## config.mk

```make
export PLATFORM = sky130hd
export DESIGN_NAME = i2c_irq_status
export DESIGN_NICKNAME = d
export VERILOG_FILES = /design/src/rtl/irq_status_pkg.sv /design/src/rtl/irq_latch_bank.sv /design/src/rtl/irq_level_cmp.sv /design/src/rtl/irq_abort_rec.sv /design/src/rtl/i2c_irq_status.sv
export SDC_FILE = /design/constraint.sdc
export NUM_CORES = 1
export LEC_CHECK = 0
export BUFFER_PORTS_ARGS = -buffer_cell sky130_fd_sc_hd__buf_2
export CAP_MARGIN = 20
export CORE_UTILIZATION = 55
export CTS_BUF_LIST = sky130_fd_sc_hd__clkbuf_4 sky130_fd_sc_hd__clkbuf_8
export CTS_CLUSTER_SIZE = 24
export DETAILED_ROUTE_END_ITERATION = 7
export PLACE_DENSITY = 0.88
export SYNTH_ARGS = -nofsm -noshare
export SYNTH_HDL_FRONTEND = slang
export SYNTH_SLANG_ARGS = --single-unit
```

## constraint.sdc

```tcl
create_clock -name clk_i -period 2.5 [get_ports clk_i]
set_clock_uncertainty 0.05 [all_clocks]
set_input_delay 0.5 -clock clk_i [delete_from_list [all_inputs] [get_ports clk_i]]
set_output_delay 0.5 -clock clk_i [all_outputs]
set_load 0.01 [all_outputs]
```

## src/rtl/irq_status_pkg.sv

```systemverilog
package irq_status_pkg;
  localparam int NUM_LAT = 10;
  localparam int RAW_W   = 12;
  localparam int SEL_W   = 4;

  // sticky bit positions; clear select code is SEL_CLR_BASE + bit
  localparam int B_STOP    = 0;
  localparam int B_START   = 1;
  localparam int B_ACT     = 2;
  localparam int B_RXDONE  = 3;
  localparam int B_ABORT   = 4;
  localparam int B_RDREQ   = 5;
  localparam int B_GCALL   = 6;
  localparam int B_TXOVF   = 7;
  localparam int B_RXOVF   = 8;
  localparam int B_RXUNF   = 9;
  localparam int B_RXFULL  = 10;
  localparam int B_TXEMPTY = 11;

  localparam logic [SEL_W-1:0] SEL_RAW      = 4'd0;
  localparam logic [SEL_W-1:0] SEL_MASK     = 4'd1;
  localparam logic [SEL_W-1:0] SEL_MASKED   = 4'd2;
  localparam logic [SEL_W-1:0] SEL_REASON   = 4'd3;
  localparam logic [SEL_W-1:0] SEL_CLR_ALL  = 4'd4;
  localparam int               SEL_CLR_BASE = 5;
  localparam logic [SEL_W-1:0] SEL_CLR_ABORT = SEL_W'(SEL_CLR_BASE + B_ABORT);
endpackage

```

## src/rtl/irq_latch_bank.sv

```systemverilog
module irq_latch_bank #(
  parameter int N = 10
) (
  input  logic         clk_i,
  input  logic         rst_ni,
  input  logic [N-1:0] set_i,
  input  logic [N-1:0] clr_i,
  output logic [N-1:0] q_o
);
  for (genvar k = 0; k < N; k++) begin : g_bit
    always_ff @(posedge clk_i or negedge rst_ni) begin
      if (!rst_ni) q_o[k] <= 1'b0;
      else         q_o[k] <= (q_o[k] & ~clr_i[k]) | set_i[k]; // set wins
    end
  end
endmodule

```

## src/rtl/irq_level_cmp.sv

```systemverilog
module irq_level_cmp #(
  parameter int LVL_W = 6
) (
  input  logic [LVL_W-1:0] rx_lvl_i,
  input  logic [LVL_W-1:0] rx_thr_i,
  input  logic [LVL_W-1:0] tx_lvl_i,
  input  logic [LVL_W-1:0] tx_thr_i,
  output logic             rx_full_o,
  output logic             tx_empty_o
);
  assign rx_full_o  = rx_lvl_i > rx_thr_i;
  assign tx_empty_o = tx_lvl_i <= tx_thr_i;
endmodule

```

## src/rtl/irq_abort_rec.sv

```systemverilog
module irq_abort_rec #(
  parameter int W = 16
) (
  input  logic         clk_i,
  input  logic         rst_ni,
  input  logic         abort_i,
  input  logic [W-1:0] reason_i,
  input  logic         clr_i,
  output logic [W-1:0] reason_o,
  output logic         flush_o
);
  always_ff @(posedge clk_i or negedge rst_ni) begin
    if (!rst_ni) begin
      reason_o <= '0;
      flush_o  <= 1'b0;
    end else begin
      reason_o <= (clr_i ? '0 : reason_o) | (abort_i ? reason_i : '0);
      flush_o  <= abort_i;
    end
  end
endmodule

```

## src/rtl/i2c_irq_status.sv

```systemverilog
module i2c_irq_status
  import irq_status_pkg::*;
#(
  parameter int LVL_W  = 6,
  parameter int ABRT_W = 16,
  localparam int DATA_W = (ABRT_W > RAW_W) ? ABRT_W : RAW_W
) (
  input  logic               clk_i,
  input  logic               rst_ni,
  input  logic               en_i,
  input  logic [NUM_LAT-1:0] evt_i,
  input  logic [ABRT_W-1:0]  abrt_reason_i,
  input  logic [LVL_W-1:0]   rx_lvl_i,
  input  logic [LVL_W-1:0]   rx_thr_i,
  input  logic [LVL_W-1:0]   tx_lvl_i,
  input  logic [LVL_W-1:0]   tx_thr_i,
  input  logic               mask_we_i,
  input  logic [RAW_W-1:0]   mask_wdata_i,
  input  logic               rd_valid_i,
  input  logic [SEL_W-1:0]   rd_sel_i,
  output logic [DATA_W-1:0]  rd_data_o,
  output logic               irq_o,
  output logic               flush_o
);
  logic [NUM_LAT-1:0] lat_q;
  logic [NUM_LAT-1:0] clr_vec;
  logic [RAW_W-1:0]   mask_q;
  logic [RAW_W-1:0]   raw;
  logic [RAW_W-1:0]   masked;
  logic [ABRT_W-1:0]  abrt_q;
  logic               rx_full;
  logic               tx_empty;
  logic               clr_reason;

  // per-source clear decode
  for (genvar k = 0; k < NUM_LAT; k++) begin : g_clr
    localparam logic [SEL_W-1:0] CODE = SEL_W'(SEL_CLR_BASE + k);
    assign clr_vec[k] = rd_valid_i && (rd_sel_i == CODE || rd_sel_i == SEL_CLR_ALL);
  end
  assign clr_reason = rd_valid_i && (rd_sel_i == SEL_CLR_ABORT);

  irq_latch_bank #(.N(NUM_LAT)) u_latch (
    .clk_i (clk_i),
    .rst_ni(rst_ni),
    .set_i (evt_i),
    .clr_i (clr_vec),
    .q_o   (lat_q)
  );

  irq_level_cmp #(.LVL_W(LVL_W)) u_lvl (
    .rx_lvl_i  (rx_lvl_i),
    .rx_thr_i  (rx_thr_i),
    .tx_lvl_i  (tx_lvl_i),
    .tx_thr_i  (tx_thr_i),
    .rx_full_o (rx_full),
    .tx_empty_o(tx_empty)
  );

  irq_abort_rec #(.W(ABRT_W)) u_abrt (
    .clk_i   (clk_i),
    .rst_ni  (rst_ni),
    .abort_i (evt_i[B_ABORT]),
    .reason_i(abrt_reason_i),
    .clr_i   (clr_reason),
    .reason_o(abrt_q),
    .flush_o (flush_o)
  );

  always_ff @(posedge clk_i or negedge rst_ni) begin
    if (!rst_ni)        mask_q <= '0;
    else if (mask_we_i) mask_q <= mask_wdata_i;
  end

  always_comb begin
    raw            = '0;
    raw[NUM_LAT-1:0] = lat_q;
    raw[B_RXFULL]  = rx_full;
    raw[B_TXEMPTY] = tx_empty;
  end

  assign masked = raw & mask_q;
  assign irq_o  = en_i & (|masked);

  always_comb begin
    case (rd_sel_i)
      SEL_RAW:    rd_data_o = DATA_W'(raw);
      SEL_MASK:   rd_data_o = DATA_W'(mask_q);
      SEL_MASKED: rd_data_o = DATA_W'(masked);
      SEL_REASON: rd_data_o = DATA_W'(abrt_q);
      default:    rd_data_o = '0; // clear addresses read as zero
    endcase
  end
endmodule

```

==> results.tsv <==
metric	value	unit
crit-path cells	buf_2 > inv_1 > ha_1 > and4_1 > o21a_1 > o31ai_1 > a221oi_1 > buf_2	
Max Clk Rate	425.6	MHz
via count	2049	
DRC viols	0	
vias in the first global route	1925	
Unique masters post-synth	39	
r2r setup slk	1.64	ns
CTS Buf Count	5	
die area	4477	µm²
yosys warns	0	
postcts setup bufs	0	
Final Hold Fails	0	
Placed Instances	347	
1st-iter DRT viols	72	
WL final	5.317	mm
Max stage delay cell, worst path	ha_1	
Mapped Nets	304	
Synth Instances	221	
Core Region	4029	µm²
initial core utilization	0.5752	
gpl congestion	0.7881	
synthesized area	2317	µm²
WL/cell	14.98	µm
worst endpoint required time	1.95	ns
Arrival @ worst endpoint	1.80	ns
Tot GR Track Use	0.2582	
reg2reg end	mask_q[7]	
RR Startpoint	mask_q[7]	
Post-DRT Antenna Nets	0	
worst slew pin tran	0.8564	ns
Seq/Total Area, Yosys	0.4212	
TritonCTS clock tree	done	
# IOs	89	
diode count	0	
CTS max path bufs	2	
clk sinks	39	
fin crit period	2.350	ns
cell row count	23	
H-tree Lvls	2	
max-capacitance violation count	0	
PD cells	531.0	nW/µm²
cell mode on critical path	buf_2	
Non-Filler Instances	355	
maximum VDD drop	464.1	µV
Die W	66.91	µm
Final Cycle Share	0.9399	
Worst setup EP type	output port	
iteration count of the initial detailed-routing pass	4	
Rel. slew slack	0.4291	
critical path class	in2out	
clk slew on worst S/H paths	0.08	ns
CP peak stage delay	0.30	ns
startpoint types	input port	
first-pass GRT wire length	8.418	mm
Port Buf Inserts	88	
root buffer cell	clkbuf_8	
synthesized flop and latch total	39	
outcome	finished clean	
dpl hpwl	3.892	mm
Final #Nets	387	
setup violators final	0	
Worst Reg-to-Reg Cells	1	
HP Class	in2async	
initial antenna violation count	0	
largest net degree at the start of global routing	40	
area delta synth->final	23.70	%
Die Y-Extent	66.91	µm
LEAKAGE	1.438	nW
crit path max fanout	3	
GRT overflow	0	
Worst-Skew Late Latency	0.29	ns
Syn Area/Cell	10.49	µm²
RSZ-0062 raised after global routing	false	
DR vias/cell	5.772	
Max Slew Vio Count	0	
Total Neg Setup Slack	0	ns
layout cells sized above 1	0.3803	
[per-layer routing]
layer	GRT usage	wire length, µm
met1	0.3074	2170
met2	0.4205	2538
met3	0.06336	428
met4	0.1489	180
met5	0	0
[critical path: cells and delay by family]
| family | cells | cell delay [ns] |
|---|---|---|
| adder cells (fa/ha/maj) | 1 | 0.30 |
| buffers and inverters | 3 | 0.28 |
| AND/OR/NAND/NOR | 1 | 0.21 |
| AO/OA/AOI/OAI | 3 | 0.51 |
[report_power, final]
part | switching [W] | internal, W | total, W
sequential | 0.0000359 | 0.000673 | 0.000709
combinational | 0.000144 | 0.000143 | 0.000287
clock | 0.000229 | 0.000297 | 0.000526
total | 0.000409 | 0.00111 | 0.00152
[worst max path at each step]
stage / start / to / slack [ns] / cells after the start
finish: rx_thr_i[5] / rd_data_o[10] / 0.15 / 8
global route: rx_lvl_i[5] / irq_o / 0.02 / 7
CTS: rx_lvl_i[5] / irq_o / 0.15 / 7
detailed placement: rx_lvl_i[5] / irq_o / 0.14 / 7
global placement: rx_lvl_i[5] / irq_o / 0.16 / 7
floorplan: rx_thr_i[5] / rd_data_o[10] / 0.32 / 6
[state kept, by name, summed over array words and instances, names as in the netlist]
signal	flops
mask_q	12
u_abrt.reason_o	16
u_abrt.flush_o	1
u_latch.q_o	10
[synth_stat cells, drive strengths merged]
master	n	area share
dfrtp	39	0.42
a22o	16	0.060
a21oi	15	0.032
inv	15	0.024
ha	12	0.065
mux2i	12	0.052
nand2	12	0.023
mux2	11	0.053
nand2b	10	0.033
o221ai	10	0.038
buf	9	0.028
o21ai	8	0.017
a21o	6	0.019
nor2	6	0.016
a22oi	5	0.016
clkbuf	5	0.010
nand3	5	0.011
and3	4	0.011
o31ai	3	0.0097
xor2	3	0.011
and2	2	0.0054
nand3b	2	0.0065
o211ai	2	0.0065
a221oi	1	0.0038
and4	1	0.0038
nand4	1	0.0027
nor2b	1	0.0027
nor3	1	0.0022
o21a	1	0.0032
o21ba	1	0.0043
o22ai	1	0.0027
o311ai	1	0.0038
[kinds of logic (layout without fill, tap and decap cells)]
kind of cell / count (synthesis) / after routing / synth area share
xor gates and xnor gates: 3 / 3 / 0.01134
and+or+nand+nor: 45 / 45 / 0.1172
DFF: 39 / 39 / 0.4212
buffers and inverters: 29 / 113 / 0.06263
muxes: 23 / 23 / 0.1053
AOI/OAI and AO/OA: 70 / 70 / 0.2176
adders and majority gates: 12 / 12 / 0.06479
[layout make-up]
| type | count | area, µm² |
|---|---|---|
| flip-flops and latches | 39 | 975.9 |
| inverters | 15 | 56.30 |
| repair buffers | 90 | 455.4 |
| clock buffers | 5 | 68.82 |
| multi-input cells | 153 | 1204 |
| well taps | 50 | 62.56 |
| fillers | 326 | 1162 |
| clock inverters | 3 | 43.79 |
[per-stage QoR]
step / hold WS, ns / utilization / power [W] / area [µm²] / setup WS (ns)
2_1_floorplan: 0.1544 / - / 0.0008874 / 2317 / 0.3205
3_3_place_gp: 0.4244 / 0.6817 / 0.0009960 / 2746 / 0.1571
3_5_place_dp: 0.4312 / 0.6817 / 0.001007 / 2746 / 0.1444
4_1_cts: 0.2732 / 0.7096 / 0.001532 / 2859 / 0.1495
5_1_grt: 0.3255 / 0.7115 / 0.001593 / 2867 / 0.01632
6_report: 0.2493 / 0.7115 / 0.001522 / 2867 / 0.1504
[layout by cell type (no fill, tap or decap)]
| cell type | instances |
|---|---|
| and2_1 | 2 |
| nand3b_1 | 2 |
| nand2_1 | 11 |
| inv_1 | 15 |
| nand2b_4 | 2 |
| a21oi_1 | 15 |
| nand3_1 | 5 |
| o21ba_2 | 1 |
| dfrtp_1 | 39 |
| ha_1 | 12 |
| nor2_4 | 2 |
| o311ai_2 | 1 |
| o221ai_1 | 10 |
| nand2b_1 | 8 |
| nor2_1 | 4 |
| clkbuf_8 | 5 |
| o211ai_1 | 2 |
| mux2_2 | 11 |
| and4_1 | 1 |
| nand2_4 | 1 |
| o21ai_0 | 8 |
| xor2_1 | 3 |
| a221oi_1 | 1 |
| bufinv_16 | 1 |
| o21a_1 | 1 |
| clkinv_2 | 1 |
| nor3_1 | 1 |
| mux2i_1 | 12 |
| a22oi_1 | 5 |
| o31ai_1 | 3 |
| nor2b_1 | 1 |
| o22ai_1 | 1 |
| and3_1 | 4 |
| buf_2 | 88 |
| a21o_1 | 6 |
| buf_4 | 2 |
| nand4_1 | 1 |
| a22o_1 | 16 |
| clkinv_4 | 1 |
[repair_timing]
| action | in CTS | in global routing |
|---|---|---|
| endpoints found under the setup margin | 0 | 1 |
| hold buffers | 0 | 0 |
| gates resized for setup | 0 | 1 |
Note: power is estimated with default switching activity, not from simulation.
